`src/rtl/dt_pkg.sv`:
```
package dt_pkg;

    typedef enum logic [0:0] {
        ST_IDLE = 1'b0,
        ST_RUN  = 1'b1
    } dt_state_e;

    typedef enum logic [1:0] {
        MV_HOLD   = 2'd0,
        MV_START  = 2'd1,
        MV_EXTEND = 2'd2,
        MV_EXPIRE = 2'd3
    } dt_move_e;

endpackage

```
`src/rtl/dt_edge_sync.sv`:
```
module dt_edge_sync #(
    parameter int   STAGES    = 2,
    parameter bit   RST_VAL   = 1'b0,
    parameter bit   EDGE_RISE = 1'b1
) (
    input  logic clk,
    input  logic rst_n,
    input  logic din,
    output logic hit
);
    logic [STAGES-1:0] chain;
    logic              prev;
    logic              last;

    always_ff @(posedge clk or negedge rst_n) begin
        if (!rst_n) begin
            chain <= {STAGES{RST_VAL}};
            prev  <= RST_VAL;
        end else begin
            chain <= {chain[STAGES-2:0], din};
            prev  <= chain[STAGES-1];
        end
    end

    assign last = chain[STAGES-1];

    generate
        if (EDGE_RISE) begin : g_rise
            assign hit = last & ~prev;
        end else begin : g_fall
            assign hit = ~last & prev;
        end
    endgenerate

endmodule

```
`src/rtl/dt_osc_gate.sv`:
```
module dt_osc_gate #(
    parameter int OSC_DIV = 1
) (
    input  logic clk,
    input  logic arst_n,
    input  logic free_run,
    input  logic running,
    input  logic restart,
    output logic tick
);
    localparam int DIV_W = (OSC_DIV > 1) ? $clog2(OSC_DIV) : 1;
    localparam logic [DIV_W-1:0] LAST = DIV_W'(OSC_DIV - 1);

    logic [DIV_W-1:0] phase;
    logic             hold;

    assign hold = !free_run && (!running || restart);

    always_ff @(posedge clk or negedge arst_n) begin
        if (!arst_n) begin
            phase <= '0;
        end else if (hold) begin
            phase <= '0;
        end else if (phase == LAST) begin
            phase <= '0;
        end else begin
            phase <= phase + 1'b1;
        end
    end

    assign tick = (phase == LAST) && (free_run || running);

endmodule

```
`src/rtl/dt_counter.sv`:
```
module dt_counter #(
    parameter int CNT_W    = 24,
    parameter int SEC_W    = 4,
    parameter int SEL_W    = 4,
    parameter int BASE_EXP = 10
) (
    input  logic             clk,
    input  logic             arst_n,
    input  logic             clr,
    input  logic             tick,
    input  logic [SEL_W-1:0] sel,
    output logic [CNT_W-1:0] cnt,
    output logic             done
);
    localparam int NSEC = CNT_W / SEC_W;

    logic             test;
    logic [NSEC:0]    carry;
    logic [CNT_W-1:0] mask;

    assign test     = &sel;
    assign carry[0] = tick;

    generate
        for (genvar s = 0; s < NSEC; s++) begin : g_sec
            logic [SEC_W-1:0] val;
            logic             cin;

            assign cin = test ? tick : carry[s];

            always_ff @(posedge clk or negedge arst_n) begin
                if (!arst_n) begin
                    val <= '0;
                end else if (clr) begin
                    val <= '0;
                end else if (cin) begin
                    val <= val + 1'b1;
                end
            end

            assign carry[s+1]             = cin && (&val);
            assign cnt[s*SEC_W +: SEC_W]  = val;
        end
    endgenerate

    always_comb begin
        int e;
        e = int'(sel) + BASE_EXP;
        if (e > CNT_W) e = CNT_W;
        for (int i = 0; i < CNT_W; i++) begin
            mask[i] = (i < e);
        end
    end

    assign done = tick && (test ? (&cnt[SEC_W-1:0]) : ((cnt & mask) == mask));

endmodule

```
`src/rtl/dt_ctrl.sv`:
```
module dt_ctrl
    import dt_pkg::*;
(
    input  logic clk,
    input  logic arst_n,
    input  logic trig,
    input  logic retrig_en,
    input  logic done,
    output logic q,
    output logic clr,
    output logic restart
);
    dt_state_e state;
    dt_state_e state_nx;
    dt_move_e  move;

    always_comb begin
        move = MV_HOLD;
        unique case (state)
            ST_IDLE: begin
                if (trig) move = MV_START;
            end
            ST_RUN: begin
                if (trig && retrig_en) move = MV_EXTEND;
                else if (done)         move = MV_EXPIRE;
            end
            default: move = MV_HOLD;
        endcase
    end

    always_comb begin
        unique case (move)
            MV_START, MV_EXTEND: state_nx = ST_RUN;
            MV_EXPIRE:           state_nx = ST_IDLE;
            default:             state_nx = state;
        endcase
    end

    always_ff @(posedge clk or negedge arst_n) begin
        if (!arst_n) state <= ST_IDLE;
        else         state <= state_nx;
    end

    always_comb begin
        q       = (state == ST_RUN);
        clr     = (state == ST_IDLE) || (move == MV_EXTEND) || (move == MV_EXPIRE);
        restart = (move == MV_EXTEND);
    end

endmodule

```
`src/rtl/dly_timer.sv`:
```
module dly_timer #(
    parameter int CNT_W    = 24,
    parameter int SEC_W    = 4,
    parameter int SEL_W    = 4,
    parameter int BASE_EXP = 10,
    parameter int OSC_DIV  = 1,
    parameter int SYNC_N   = 2
) (
    input  logic             clk,
    input  logic             rst_n,
    input  logic             mr,
    input  logic             trig_a,
    input  logic             trig_b,
    input  logic             retrig_en,
    input  logic             osc_free,
    input  logic [SEL_W-1:0] sel,
    output logic             q,
    output logic             qn
);
    logic             arst_n;
    logic             a_hit;
    logic             b_hit;
    logic             trig;
    logic             tick;
    logic             done;
    logic             clr;
    logic             restart;
    logic [CNT_W-1:0] cnt;

    assign arst_n = rst_n & ~mr;

    dt_edge_sync #(.STAGES(SYNC_N), .RST_VAL(1'b0), .EDGE_RISE(1'b1)) u_sync_a (
        .clk   (clk),
        .rst_n (rst_n),
        .din   (trig_a),
        .hit   (a_hit)
    );

    dt_edge_sync #(.STAGES(SYNC_N), .RST_VAL(1'b1), .EDGE_RISE(1'b0)) u_sync_b (
        .clk   (clk),
        .rst_n (rst_n),
        .din   (trig_b),
        .hit   (b_hit)
    );

    assign trig = a_hit | b_hit;

    dt_ctrl u_ctrl (
        .clk       (clk),
        .arst_n    (arst_n),
        .trig      (trig),
        .retrig_en (retrig_en),
        .done      (done),
        .q         (q),
        .clr       (clr),
        .restart   (restart)
    );

    dt_osc_gate #(.OSC_DIV(OSC_DIV)) u_osc (
        .clk      (clk),
        .arst_n   (arst_n),
        .free_run (osc_free),
        .running  (q),
        .restart  (restart),
        .tick     (tick)
    );

    dt_counter #(.CNT_W(CNT_W), .SEC_W(SEC_W), .SEL_W(SEL_W), .BASE_EXP(BASE_EXP)) u_cnt (
        .clk    (clk),
        .arst_n (arst_n),
        .clr    (clr),
        .tick   (tick),
        .sel    (sel),
        .cnt    (cnt),
        .done   (done)
    );

    assign qn = ~q;

endmodule

```
`config.mk`:
```
export PLATFORM = sky130hd
export DESIGN_NAME = dly_timer
export DESIGN_NICKNAME = d
export VERILOG_FILES = /design/src/rtl/dt_pkg.sv /design/src/rtl/dt_edge_sync.sv /design/src/rtl/dt_osc_gate.sv /design/src/rtl/dt_counter.sv /design/src/rtl/dt_ctrl.sv /design/src/rtl/dly_timer.sv
export SDC_FILE = /design/constraint.sdc
export NUM_CORES = 1
export LEC_CHECK = 0
export ABC_AREA = 1
export BUFFER_PORTS_ARGS = -buffer_cell sky130_fd_sc_hd__buf_4
export CORE_MARGIN = 5
export CORE_UTILIZATION = 45
export CTS_BUF_LIST = sky130_fd_sc_hd__clkbuf_2
export DETAILED_ROUTE_END_ITERATION = 7
export GPL_ROUTABILITY_DRIVEN = 0
export PLACE_DENSITY_LB_ADDON = 0.1
export SYNTH_ARGS = -nofsm -noshare
export SYNTH_HDL_FRONTEND = slang
export SYNTH_SLANG_ARGS = --single-unit
```
`constraint.sdc`:
```
create_clock -name clk -period 5.3 [get_ports clk]
set_input_delay 0.53 -clock clk [delete_from_list [all_inputs] [get_ports clk]]
set_output_delay 0.53 -clock clk [all_outputs]
set_load 0.01 [all_outputs]
```
==> key figures <==
Run status
  – Run status: finished clean

Min path
  – Classification of the worst-slack hold path: primary input to register

Global routing
  – GR Util All Layers: 14.67%
  – Vias in the first global route: 1604
  – Pin count of the biggest net entering global routing: 26
  – Initial antenna violation count: 0
  – First-pass GRT wire length: 7141 um
  – Total grt overflow: 0

Logic synthesis
  – Count of unique library cells instantiated by Yosys: 31
  – Post-synth ARST share: 100.0%
  – Top cells by area, synth: dfrtp_1 (34%), nand2_1 (9.9%), inv_1 (7.0%)
  – Post-synthesis area per instance: 7.936 um^2
  – Cells after Synth: 257
  – Synth warn: 0
  – Most used DFF post-synth: dfrtp_1
  – FF+latch count, synth: 31
  – Post-Syn Nets: 276
  – Post-synth EDFFs: 0
  – Seq/Total Area, Yosys: 38.22%
  – Cell area after synthesis: 2039 um^2
  – Post-synth top area share: 34.36%
  – Top cell type by total area after synthesis: dfrtp_1

Route
  – Post-route ant nets: 0
  – First drt pass iteration count: 4
  – Initial DRC count: 72
  – Vias: 1589
  – Routed Wire Length: 3989 um
  – Drc violations: 0
  – Drt wl/cell: 12.16 um
  – Vias per cell: 4.845

Timing
  – Worst-Margin Slew: 662.3 ps
  – Slew HR: 55.85%
  – Final Hold Slack: 240.6 ps
  – Final setup vio count: 0
  – Final WS setup: 3053 ps
  – Minimum clock period: 2247 ps
  – Max Clk Rate: 0.4450 GHz
  – Final Hold Fails: 0
  – RSZ-0062 raised after global routing: no
  – Slew Viols, Final: 0
  – Fin Setup TNS: 0 ps
  – Final setup skew: 5.907 ps
  – Final Cycle Share: 42.40%

Final layout
  – Filler cell count: 444
  – Share of layout cells above drive strength 1: 25.36%
  – Layout Nets: 294
  – N_diodes: 0
  – Area Overhead vs Synth: 10.37%

Clocking
  – CTS buffer count: 5
  – Clk sinks: 31
  – Clk pin slew, worst setup/hold paths: 160 ps
  – Clock root buffer: clkbuf_2
  – CTS tree: built
  – Worst-Skew Late Latency: 370 ps
  – H-tree Lvls: 2
  – Clock Path Buffers: 2
  – Post_cts resized: 0

Worst setup path
  – Worst r2r src: u_cnt.g_sec[0].val[0]
  – R2R Setup Slk: 3220 ps
  – CP Launch Type: primary input
  – Critical path endpoint category: register
  – Critical path arrival: 2510 ps
  – Worst reg-to-reg path cell count: 6
  – Worst Setup SP: sel[1]
  – Critical Path RT: 5570 ps
  – CP endpoint: u_cnt.g_sec[5].val[3]
  – Crit path kind: primary input to register
  – Worst R2R End: u_cnt.g_sec[0].val[2]
  – Critical path peak fanout: 24

Floorplanning
  – Starting Density: 46.52%
  – Die height: 77.32 um
  – Die ar.: 5978 um^2
  – I/O pin count: 13
  – Core area: 4384 um^2
  – Row Count: 24
  – Die width: 77.32 um

Placement
  – Post-DP HPWL: 2976 um
  – Post-place setup slack: 2633 ps
  – Port Buf Inserts: 12

Power and ir drop
  – Cell Pwr Density: 233.7 nW/um^2
  – VDD IR max: 0.0001373 V
  – Pleak: 0.001127 uW

Run
  – Maxcap violations: 0
## cell families (layout without fill, tap and decap cells)
family | Yosys count | in the layout | share of synthesized area [%]
AND/OR/NAND/NOR | 140 | 140 | 35.64
buffers and inverters | 47 | 66 | 9.631
flip-flops | 31 | 31 | 38.22
XOR/XNOR | 15 | 15 | 6.442
AO/OA/AOI/OAI | 14 | 14 | 4.110
adder cells (fa/ha/maj) | 8 | 8 | 4.908
multiplexers | 2 | 2 | 1.043
## Yosys cell counts, types with 2 or more instances
library cell,count
inv_1,38
dfrtp_1,28
xnor2_1,2
nand2_2,7
nor2_1,17
o21ai_1,2
o21ai_0,4
xor2_1,13
nor3_1,2
buf_6,2
a21oi_1,2
nand2_1,54
nand3_1,20
nand3_2,3
o21bai_1,3
nor2_2,19
ha_1,8
dfstp_2,3
nand2_4,8
inv_2,4
nand4_1,7
o22ai_1,2
## metal layers
layer / GRT usage (%) / wire length [um] / vias up / share of wire [%]
met5: 0 / 0 / - / 0
met4: 4.639 / 57 / 0 / 1.4
met3: 3.513 / 140 / 5 / 3.5
met2: 22.73 / 1750 / 24 / 44
met1: 20.21 / 2041 / 722 / 51
li1: - / - / 838 / -
## state kept, by name (all words and copies together) (netlist names)
name             cells
u_sync_a.chain       2
u_sync_a.prev        1
u_ctrl.q             1
u_sync_b.chain       2
u_sync_b.prev        1
u_cnt.g_sec.val     24
## worst min path at each step
stage / startpoint / to / depth (start not counted)
5_1_grt: trig_b / u_sync_b.chain[0] / 1
4_1_cts: trig_b / u_sync_b.chain[0] / 1
3_5_place_dp: rst_n / u_sync_a.chain[0] / 1
6_report: trig_b / u_sync_b.chain[0] / 1
2_1_floorplan: rst_n / u_sync_a.chain[0] / 0
3_3_place_gp: rst_n / u_sync_a.chain[0] / 1
## power breakdown
part / internal, uW / switching, uW / total, uW
clock: 77.6 / 84.5 / 162
combinational: 37.2 / 66.9 / 104
sequential: 249 / 10.3 / 260
total: 364 / 162 / 526
## cell type report
class	instances	area [um^2]	share of cell area (%)
clock buffer	5	25.02	1.112
multi-input combinational	179	1066	47.36
timing repair buffer	14	107.6	4.780
tap	52	65.06	2.890
sequential	31	779.5	34.63
clock inverter	3	38.79	1.723
inverter	44	168.9	7.504
## timing repair
item | CTS | global route
endpoints found under the hold margin | 3 | 0
buffers inserted | 0 | 0
hold buffers | 1 | 0
## worst max-delay path: stages
cell	delay, ps
buf_4	120
inv_2	80
ha_1	410
inv_1	110
nand3_1	130
inv_1	90
nand3_1	60
nand2_1	60
nand2_1	40
inv_1	40
nand2_1	40
nor2_1	70
nand3_1	70
nor2_1	130
nand2_2	90
nand2_4	330
nor2_1	90
## cell usage in the layout, fill, tap and decap left out, drive strengths merged, types with 5 or more instances in the layout
cell type,n
nand4,7
buf,13
o21ai,6
xor2,13
clkbuf,5
nand2,69
nor2,37
nand3,23
ha,8
dfrtp,28
inv,43
## stage by stage
| stage | util, % | instance area [um^2] | power, uW | std cells |
|---|---|---|---|---|
| 2_1_floorplan | - | 2039 | 342.6 | 257 |
| 6_report | 51.34 | 2251 | 525.9 | 328 |
| 4_1_cts | 51.34 | 2251 | 535.8 | 328 |
| 3_5_place_dp | 49.66 | 2177 | 369.5 | 319 |
| 5_1_grt | 51.34 | 2251 | 560.8 | 328 |
| 3_3_place_gp | 49.66 | 2177 | 369.1 | 319 |
Note: power is estimated with default switching activity, not from simulation.
